### src/rtl/err_report_pkg.sv
package err_report_pkg;

  localparam int UNC_W = 26;
  localparam int COR_W = 16;
  localparam int DS_W  = 4;

  // uncorrectable code positions the logic depends on
  localparam int UB_TRAIN  = 0;
  localparam int UB_DLP    = 4;
  localparam int UB_SDN    = 5;
  localparam int UB_POISON = 12;
  localparam int UB_FCP    = 13;
  localparam int UB_RXOVF  = 17;
  localparam int UB_MALF   = 18;
  localparam int UB_UR     = 20;

  // correctable code positions
  localparam int CB_RCVR   = 0;
  localparam int CB_BADTLP = 6;
  localparam int CB_ROLL   = 8;
  localparam int CB_TIMER  = 12;
  localparam int CB_ADVNF  = 13;
  localparam int CB_HLOVF  = 15;

  // device status set positions
  localparam int DS_CED  = 0;
  localparam int DS_NFED = 1;
  localparam int DS_FED  = 2;
  localparam int DS_URD  = 3;

  typedef enum logic [1:0] {
    SEV_NONE  = 2'd0,
    SEV_COR   = 2'd1,
    SEV_NF    = 2'd2,
    SEV_FATAL = 2'd3
  } sev_e;

  typedef struct packed {
    logic cor_en;
    logic nf_en;
    logic fatal_en;
    logic ur_en;
    logic serr_en;
    logic brg_serr_en;
  } enables_t;

  typedef struct packed {
    logic [DS_W-1:0]  devsta;
    logic [COR_W-1:0] cor;
    logic [UNC_W-1:0] unc;
    logic             log_req;
    logic             msg;
    sev_e             sev;
  } verdict_t;

  function automatic logic [UNC_W-1:0] unc_supported();
    logic [UNC_W-1:0] m;
    for (int i = 0; i < UNC_W; i++)
      m[i] = (i == UB_TRAIN) || (i == UB_DLP) || (i == UB_SDN) || (i >= UB_POISON);
    return m;
  endfunction

  function automatic logic [COR_W-1:0] cor_supported();
    logic [COR_W-1:0] m;
    for (int i = 0; i < COR_W; i++)
      m[i] = (i == CB_RCVR) || (i >= CB_BADTLP && i <= CB_ROLL) || (i >= CB_TIMER);
    return m;
  endfunction

  function automatic logic [UNC_W-1:0] default_fatal();
    logic [UNC_W-1:0] m;
    m = '0;
    m[UB_TRAIN] = 1'b1;
    m[UB_DLP]   = 1'b1;
    m[UB_SDN]   = 1'b1;
    m[UB_FCP]   = 1'b1;
    m[UB_RXOVF] = 1'b1;
    m[UB_MALF]  = 1'b1;
    return m;
  endfunction

  function automatic logic sev_enabled(sev_e s, enables_t e);
    case (s)
      SEV_COR:   return e.cor_en;
      SEV_NF:    return e.nf_en;
      SEV_FATAL: return e.fatal_en;
      default:   return 1'b0;
    endcase
  endfunction

endpackage

### src/rtl/err_decide.sv
module err_decide
  import err_report_pkg::*;
(
  input  logic             valid,
  input  logic             corr,
  input  logic             adv,
  input  logic             sev_src,
  input  logic [UNC_W-1:0] err,
  input  logic [UNC_W-1:0] unc_mask,
  input  logic [UNC_W-1:0] unc_sev,
  input  logic [COR_W-1:0] cor_mask,
  input  enables_t         en,
  output logic             accepted,
  output verdict_t         vd
);
  localparam int PAD_W = UNC_W - COR_W;

  logic [UNC_W-1:0] filt;
  logic             is_ur;
  logic             is_fatal;
  logic             unc_masked;
  logic             cor_masked;

  assign filt       = err & (corr ? {{PAD_W{1'b0}}, cor_supported()} : unc_supported());
  assign accepted   = valid && $onehot(filt);
  assign is_ur      = !corr && filt[UB_UR];
  assign is_fatal   = |(filt & (sev_src ? unc_sev : default_fatal()));
  assign unc_masked = |(filt & unc_mask);
  assign cor_masked = |(filt[COR_W-1:0] & cor_mask);

  always_comb begin
    vd     = '0;
    vd.sev = SEV_NONE;
    if (accepted) begin
      if (corr) begin
        vd.devsta[DS_CED] = 1'b1;
        vd.cor            = filt[COR_W-1:0];
        if (!cor_masked && en.cor_en) begin
          vd.msg = 1'b1;
          vd.sev = SEV_COR;
        end
      end else if (!is_fatal && adv) begin
        // advisory non-fatal: signalled as a correctable error
        vd.devsta[DS_CED] = 1'b1;
        vd.devsta[DS_URD] = is_ur;
        vd.cor[CB_ADVNF]  = 1'b1;
        if (!cor_mask[CB_ADVNF]) begin
          if (!unc_masked) begin
            vd.log_req = 1'b1;
            vd.unc     = filt;
          end
          if ((!is_ur || en.ur_en) && en.cor_en) begin
            vd.msg = 1'b1;
            vd.sev = SEV_COR;
          end
        end
      end else begin
        vd.devsta[DS_FED]  = is_fatal;
        vd.devsta[DS_NFED] = !is_fatal;
        vd.devsta[DS_URD]  = is_ur;
        vd.unc             = filt;
        if (!unc_masked) begin
          vd.log_req = 1'b1;
          if (!(is_ur && !en.ur_en && !en.serr_en)) begin
            if (is_fatal && (en.serr_en || en.fatal_en)) begin
              vd.msg = 1'b1;
              vd.sev = SEV_FATAL;
            end else if (!is_fatal && (en.serr_en || en.nf_en)) begin
              vd.msg = 1'b1;
              vd.sev = SEV_NF;
            end
          end
        end
      end
    end
  end

endmodule

### src/rtl/err_hop.sv
module err_hop
  import err_report_pkg::*;
(
  input  logic     msg_in,
  input  sev_e     sev,
  input  enables_t en,
  output logic     sig_serr,
  output logic     emit,
  output logic     rcv_serr,
  output logic     fwd
);
  logic uncor;

  assign uncor    = (sev == SEV_NF) || (sev == SEV_FATAL);
  // device stage: serr marks the signalled bit, devctl then gates
  assign sig_serr = msg_in && uncor && en.serr_en;
  assign emit     = msg_in && (!(uncor && en.serr_en) || sev_enabled(sev, en));
  // bridge stage: one hop upstream
  assign rcv_serr = emit && uncor;
  assign fwd      = emit && en.brg_serr_en;

endmodule

### src/rtl/err_report_unit.sv
module err_report_unit
  import err_report_pkg::*;
(
  input  logic             clk,
  input  logic             rst_n,
  input  logic             i_inj,
  input  logic             i_corr,
  input  logic             i_adv,
  input  logic [UNC_W-1:0] i_err,
  input  logic             i_sev_src,
  input  logic [UNC_W-1:0] i_unc_mask,
  input  logic [UNC_W-1:0] i_unc_sev,
  input  logic [COR_W-1:0] i_cor_mask,
  input  logic             i_cor_en,
  input  logic             i_nf_en,
  input  logic             i_fatal_en,
  input  logic             i_ur_en,
  input  logic             i_serr_en,
  input  logic             i_brg_serr_en,
  input  logic             i_log_full,
  output logic [DS_W-1:0]  o_devsta_set,
  output logic [COR_W-1:0] o_cor_set,
  output logic [UNC_W-1:0] o_unc_set,
  output logic             o_log_req,
  output logic             o_sig_serr,
  output logic             o_rcv_serr,
  output logic [1:0]       o_msg_vld,
  output logic [3:0]       o_msg_sev,
  output logic [1:0]       o_fwd_vld
);
  localparam int NLANE = 2;

  enables_t en;
  assign en = '{cor_en: i_cor_en, nf_en: i_nf_en, fatal_en: i_fatal_en,
                ur_en: i_ur_en, serr_en: i_serr_en, brg_serr_en: i_brg_serr_en};

  logic             l_valid [NLANE];
  logic             l_corr  [NLANE];
  logic             l_adv   [NLANE];
  logic [UNC_W-1:0] l_err   [NLANE];
  logic             l_acc   [NLANE];
  verdict_t         l_vd    [NLANE];
  logic             l_sig   [NLANE];
  logic             l_emit  [NLANE];
  logic             l_rcv   [NLANE];
  logic             l_fwd   [NLANE];

  // named event: the header log overflows and a follow-up is raised
  logic overflow_evt;
  assign overflow_evt = l_vd[0].log_req && i_log_full;

  for (genvar p = 0; p < NLANE; p++) begin : g_lane
    if (p == 0) begin : g_primary
      assign l_valid[p] = i_inj;
      assign l_corr[p]  = i_corr;
      assign l_adv[p]   = i_adv;
      assign l_err[p]   = i_err;
    end else begin : g_followup
      assign l_valid[p] = overflow_evt;
      assign l_corr[p]  = 1'b1;
      assign l_adv[p]   = 1'b0;
      assign l_err[p]   = UNC_W'(1) << CB_HLOVF;
    end

    err_decide u_decide (
      .valid    (l_valid[p]),
      .corr     (l_corr[p]),
      .adv      (l_adv[p]),
      .sev_src  (i_sev_src),
      .err      (l_err[p]),
      .unc_mask (i_unc_mask),
      .unc_sev  (i_unc_sev),
      .cor_mask (i_cor_mask),
      .en       (en),
      .accepted (l_acc[p]),
      .vd       (l_vd[p])
    );

    err_hop u_hop (
      .msg_in   (l_vd[p].msg),
      .sev      (l_vd[p].sev),
      .en       (en),
      .sig_serr (l_sig[p]),
      .emit     (l_emit[p]),
      .rcv_serr (l_rcv[p]),
      .fwd      (l_fwd[p])
    );
  end

  // the follow-up lane is only ever fed a supported single code
  logic lane1_dropped;
  assign lane1_dropped = l_valid[1] && !l_acc[1];

  always_ff @(posedge clk or negedge rst_n) begin
    if (!rst_n) begin
      o_devsta_set <= '0;
      o_cor_set    <= '0;
      o_unc_set    <= '0;
      o_log_req    <= 1'b0;
      o_sig_serr   <= 1'b0;
      o_rcv_serr   <= 1'b0;
      o_msg_vld    <= '0;
      o_msg_sev    <= '0;
      o_fwd_vld    <= '0;
    end else begin
      o_devsta_set <= l_vd[0].devsta | l_vd[1].devsta;
      o_cor_set    <= l_vd[0].cor | l_vd[1].cor;
      o_unc_set    <= l_vd[0].unc | l_vd[1].unc;
      o_log_req    <= l_vd[0].log_req | l_vd[1].log_req;
      o_sig_serr   <= l_sig[0] | l_sig[1];
      o_rcv_serr   <= l_rcv[0] | l_rcv[1];
      o_msg_vld    <= {l_emit[1], l_emit[0]};
      o_msg_sev    <= {(l_emit[1] ? l_vd[1].sev : SEV_NONE),
                       (l_emit[0] ? l_vd[0].sev : SEV_NONE)};
      o_fwd_vld    <= {l_fwd[1], l_fwd[0]};
    end
  end

  // ---------------- assertions ----------------
  assert_no_msg_without_strobe_R1: assert property (@(posedge clk) disable iff (!rst_n)
    (o_msg_vld != 2'b00) |-> $past(i_inj));

  assert_unc_single_R1: assert property (@(posedge clk) disable iff (!rst_n)
    $countones(o_unc_set) <= 1);

  assert_followup_accepted_R9: assert property (@(posedge clk) disable iff (!rst_n)
    !lane1_dropped);

  assert_sev_exclusive_R5: assert property (@(posedge clk) disable iff (!rst_n)
    $onehot0(o_devsta_set[DS_FED:DS_NFED]));

  assert_fatal_needs_devctl_R7: assert property (@(posedge clk) disable iff (!rst_n)
    (o_msg_vld[0] && o_msg_sev[1:0] == SEV_FATAL) |-> $past(i_fatal_en));

  assert_sig_needs_serr_R7: assert property (@(posedge clk) disable iff (!rst_n)
    o_sig_serr |-> $past(i_serr_en));

  assert_fwd_implies_msg_R8: assert property (@(posedge clk) disable iff (!rst_n)
    (o_fwd_vld & ~o_msg_vld) == 2'b00);

  assert_rcv_uncor_R8: assert property (@(posedge clk) disable iff (!rst_n)
    o_rcv_serr |-> (o_msg_vld[0] && o_msg_sev[1:0] != SEV_COR));

  assert_followup_cause_R9: assert property (@(posedge clk) disable iff (!rst_n)
    o_msg_vld[1] |-> (o_log_req && o_msg_sev[3:2] == SEV_COR && $past(i_log_full)));

endmodule

### config.mk
export PLATFORM = sky130hd
export DESIGN_NAME = err_report_unit
export DESIGN_NICKNAME = d
export VERILOG_FILES = /design/src/rtl/err_report_pkg.sv /design/src/rtl/err_decide.sv /design/src/rtl/err_hop.sv /design/src/rtl/err_report_unit.sv
export SDC_FILE = /design/constraint.sdc
export NUM_CORES = 1
export LEC_CHECK = 0
export CAP_MARGIN = 20
export CORE_ASPECT_RATIO = 0.5
export CORE_MARGIN = 2
export CORE_UTILIZATION = 46
export DETAILED_ROUTE_END_ITERATION = 7
export GPL_TIMING_DRIVEN = 0
export HOLD_SLACK_MARGIN = 0.12
export PLACE_DENSITY = 0.82
export SLEW_MARGIN = 20
export SYNTH_ARGS = -nofsm -noshare
export SYNTH_HDL_FRONTEND = slang
export SYNTH_HIERARCHICAL = 1
export SYNTH_SLANG_ARGS = --single-unit
### constraint.sdc
create_clock -name clk -period 0.8 [get_ports clk]
set_clock_uncertainty 0.15 [all_clocks]
set_input_delay 0.12 -clock clk [delete_from_list [all_inputs] [get_ports clk]]
set_output_delay 0.12 -clock clk [all_outputs]
set_load 0.01 [all_outputs]
==> metrics.cfg <==
[run_status]
status = finished with violations
violations = hold timing, setup timing

[clock_network]
clock_path_buffers = 2
cts_tree = done
htree_levels = 3
cts_made_buffers = 9
root_buffer = clkbuf_16
clk_pin_slew_ns = 0.05
cts.sinks = 57

[timing]
fmax_ghz = 0.1586
setup_viol = 96
setup_ws_ns = -5.505
finalSetupTns_ns = -191.11
worstMarginPinSlew_ns = 0.7432
drv_slew = 0
hold_ws_ns = -0.3053
slew_headroom = 0.5045
post-route-min-period_ns = 6.305
grt_setup_unrepaired = yes
post-route-period-util = 7.882
finalHoldViolCount = 57

[drt]
viasPerCell = 4.866
wl_per_cell_microns = 15.02
dr_total_vias = 4584
drc_errors = 0
dr.pass1.iters = 7
ant_nets = 0
routed_wl_microns = 14150
drtIter0Drc = 341

[cells_and_area]
n_antenna_cell = 0
final_util = 0.7493
finalNonFillerCells = 942
nFillCells = 711
area_growth_pct = 56.57
final_layout_size_suffix_gt1_frac = 0.2416
num-nets-final = 951

[floorplan]
dieArea_sq_um = 10820
core-area_sq_um = 9572
start_util = 0.4786
die_w_microns = 145.1
io_pins = 164
num_rows = 25
die_y_microns = 74.56

[power]
power_density_nw_per_um2 = 1726
p_leak_nw = 3.807
total_power_mw = 12.38
vdd_drop_max_mv = 1.534

[yosys]
syn_area_sq_um = 4581
yosys_warnings = 6
synth_area_per_cell_sq_um = 9.387
postSynthCellCount = 488
synth_edf_count = 0
seq_area_frac_synth = 0.3114
synth-main-ff-cell = dfrtp_1
yosysUniqueCellTypes = 62
ys_ff_latch = 57
async_flop_share = 1.000

[worst_setup_path]
crit_slowest_cell = fa_1
required_ns = 0.91
cp-start-kind = input pin
cp-end-kind = flip-flop
cp_max_fo = 4
cp_common_cell = fa_1
worstPathArrival_ns = 6.41
path_class = in -> reg
max_stage_delay_ns = 0.54

[global_route]
grt_first_pass_wirelength_microns = 22220
grt_overflow = 0
grt_usage = 0.2680
grt_max_degree = 58
antenna_found_initial = 0
grt_pass1_vias = 4520

[flow_run]
max_cap_violations = 0

[worst_hold_path]
hp-class = in -> async

[placement]
place_congestion = 0.9094
post-dp-hpwl_microns = 10150
portBuffers = 136
dp.cells = 898

[critical path: cells and delay by family]
kind / cells / cell delay, ns
simple gates: 7 / 1.21
buf+inv: 9 / 0.68
compound gates: 6 / 1.26
fa+ha+maj: 7 / 3.13
[routing by layer]
metal | vias up | part of all wire | track usage | wire length, microns
li1 | 2135 | - | - | -
met1 | 2133 | 0.38 | 0.3184 | 5385
met2 | 265 | 0.49 | 0.4778 | 6989
met3 | 51 | 0.097 | 0.07301 | 1372
met4 | 0 | 0.028 | 0.1100 | 399
met5 | - | 0 | 0 | 0
[per-stage QoR]
step,area (sq um),hold WS (ns),setup slack (ns)
4_1_cts,7028,-0.2727,-5.448
3_3_place_gp,6698,0.5450,-6.958
2_1_floorplan,5167,-0.3256,-5.175
3_5_place_dp,6695,0.07045,-7.048
6_report,7172,-0.3053,-5.505
5_1_grt,7172,-0.2363,-5.667
[worst max-delay path by stage]
stage / from / to / slack (ns) / depth (start not counted)
final: i_corr / o_msg_sev[2]$_DFF_PN0_ / -5.51 / 29
after CTS: i_corr / o_msg_sev[2]$_DFF_PN0_ / -5.45 / 29
after global placement: i_corr / o_msg_sev[2]$_DFF_PN0_ / -6.96 / 27
after floorplan: i_corr / o_msg_sev[2]$_DFF_PN0_ / -5.18 / 28
after global routing: i_corr / o_msg_sev[2]$_DFF_PN0_ / -5.67 / 29
after detailed placement: i_corr / o_msg_sev[2]$_DFF_PN0_ / -7.05 / 27
[placed cells by master, fill, tap and decap left out, types with 3 or more instances in the layout]
master | Yosys | routed
a22o_1 | 6 | 6
buf_6 | 2 | 24
a22oi_1 | 19 | 19
and3_1 | 21 | 20
conb_1 | 4 | 143
a21oi_1 | 17 | 15
and2_1 | 43 | 36
inv_2 | 3 | 4
fa_1 | 26 | 26
nor2b_1 | 5 | 5
or2_1 | 49 | 49
nand4_1 | 5 | 5
a221oi_1 | 3 | 3
buf_2 | 4 | 54
and2_4 | 0 | 8
a31oi_2 | 0 | 3
dfrtp_1 | 57 | 57
clkbuf_16 | 0 | 10
nand2_1 | 35 | 31
clkbuf_1 | 8 | 7
buf_4 | 34 | 50
o31a_1 | 4 | 4
o21ai_0 | 9 | 9
ha_1 | 16 | 15
nand3_1 | 13 | 13
nor2_1 | 5 | 5
clkdlybuf4s50_1 | 0 | 68
a31oi_4 | 2 | 3
clkdlybuf4s15_2 | 0 | 4
inv_1 | 39 | 37
a222oi_1 | 6 | 6
[final cells by class]
class                           count  area [sq um]  share of cell area
Clock inverter                      5         78.83             0.01099
Buffer                             47         361.6             0.05042
Clock buffer                       11         242.7             0.03385
Multi-Input combinational cell    480          3328              0.4641
Tap cell                          135         168.9             0.02355
Inverter                           42         173.9             0.02425
Timing Repair Buffer              165          1391              0.1940
Sequential cell                    57          1426              0.1989
[power breakdown]
group | leakage, nW | internal (mW) | switching, mW
registers | 0.732 | 3.12 | 0.0858
logic | 2.92 | 2.55 | 2.56
clock network | 0.159 | 2.80 | 1.27
[cell usage after synthesis (all sizes together) (5+ instances only)]
library cell,n,area (sq um)
inv,42,157.6
or2,51,319.1
a21oi,17,85.08
o21ai,11,55.05
nand2,35,131.4
dfrtp,57,1426
nor2b,5,31.28
and2,44,276.5
a22oi,19,142.6
a22o,6,52.55
a31oi,8,80.08
ha,16,200.2
a222oi,6,60.06
clkbuf,8,30.03
buf,40,297.8
nand3,13,65.06
fa,26,520.5
nand4,5,31.28
and3,21,131.4
nor2,5,18.77
[registers in the layout (all words and copies together), names as in the netlist]
register      cells
o_msg_sev         4
o_log_req         1
o_rcv_serr        1
o_cor_set        16
o_devsta_set      4
o_unc_set        26
o_msg_vld         2
o_fwd_vld         2
o_sig_serr        1
[kinds of logic after synthesis]
family          share of synthesized area
compound gates                     0.1576
other cells                      0.003277
mux                               0.01256
flops                              0.3114
simple gates                       0.2518
buf+inv                            0.1060
fa+ha+maj                          0.1573
[timing repair]
| action | CTS | global route |
|---|---|---|
| hold endpoints to repair | 59 | 58 |
| setup endpoints to repair | 96 | 96 |
| buffers inserted | 22 | 8 |
| resized for setup | 296 | 22 |
| pin swaps | 15 | 19 |
| cloned | 1 | 0 |
Power figures use the tool's default switching activity.
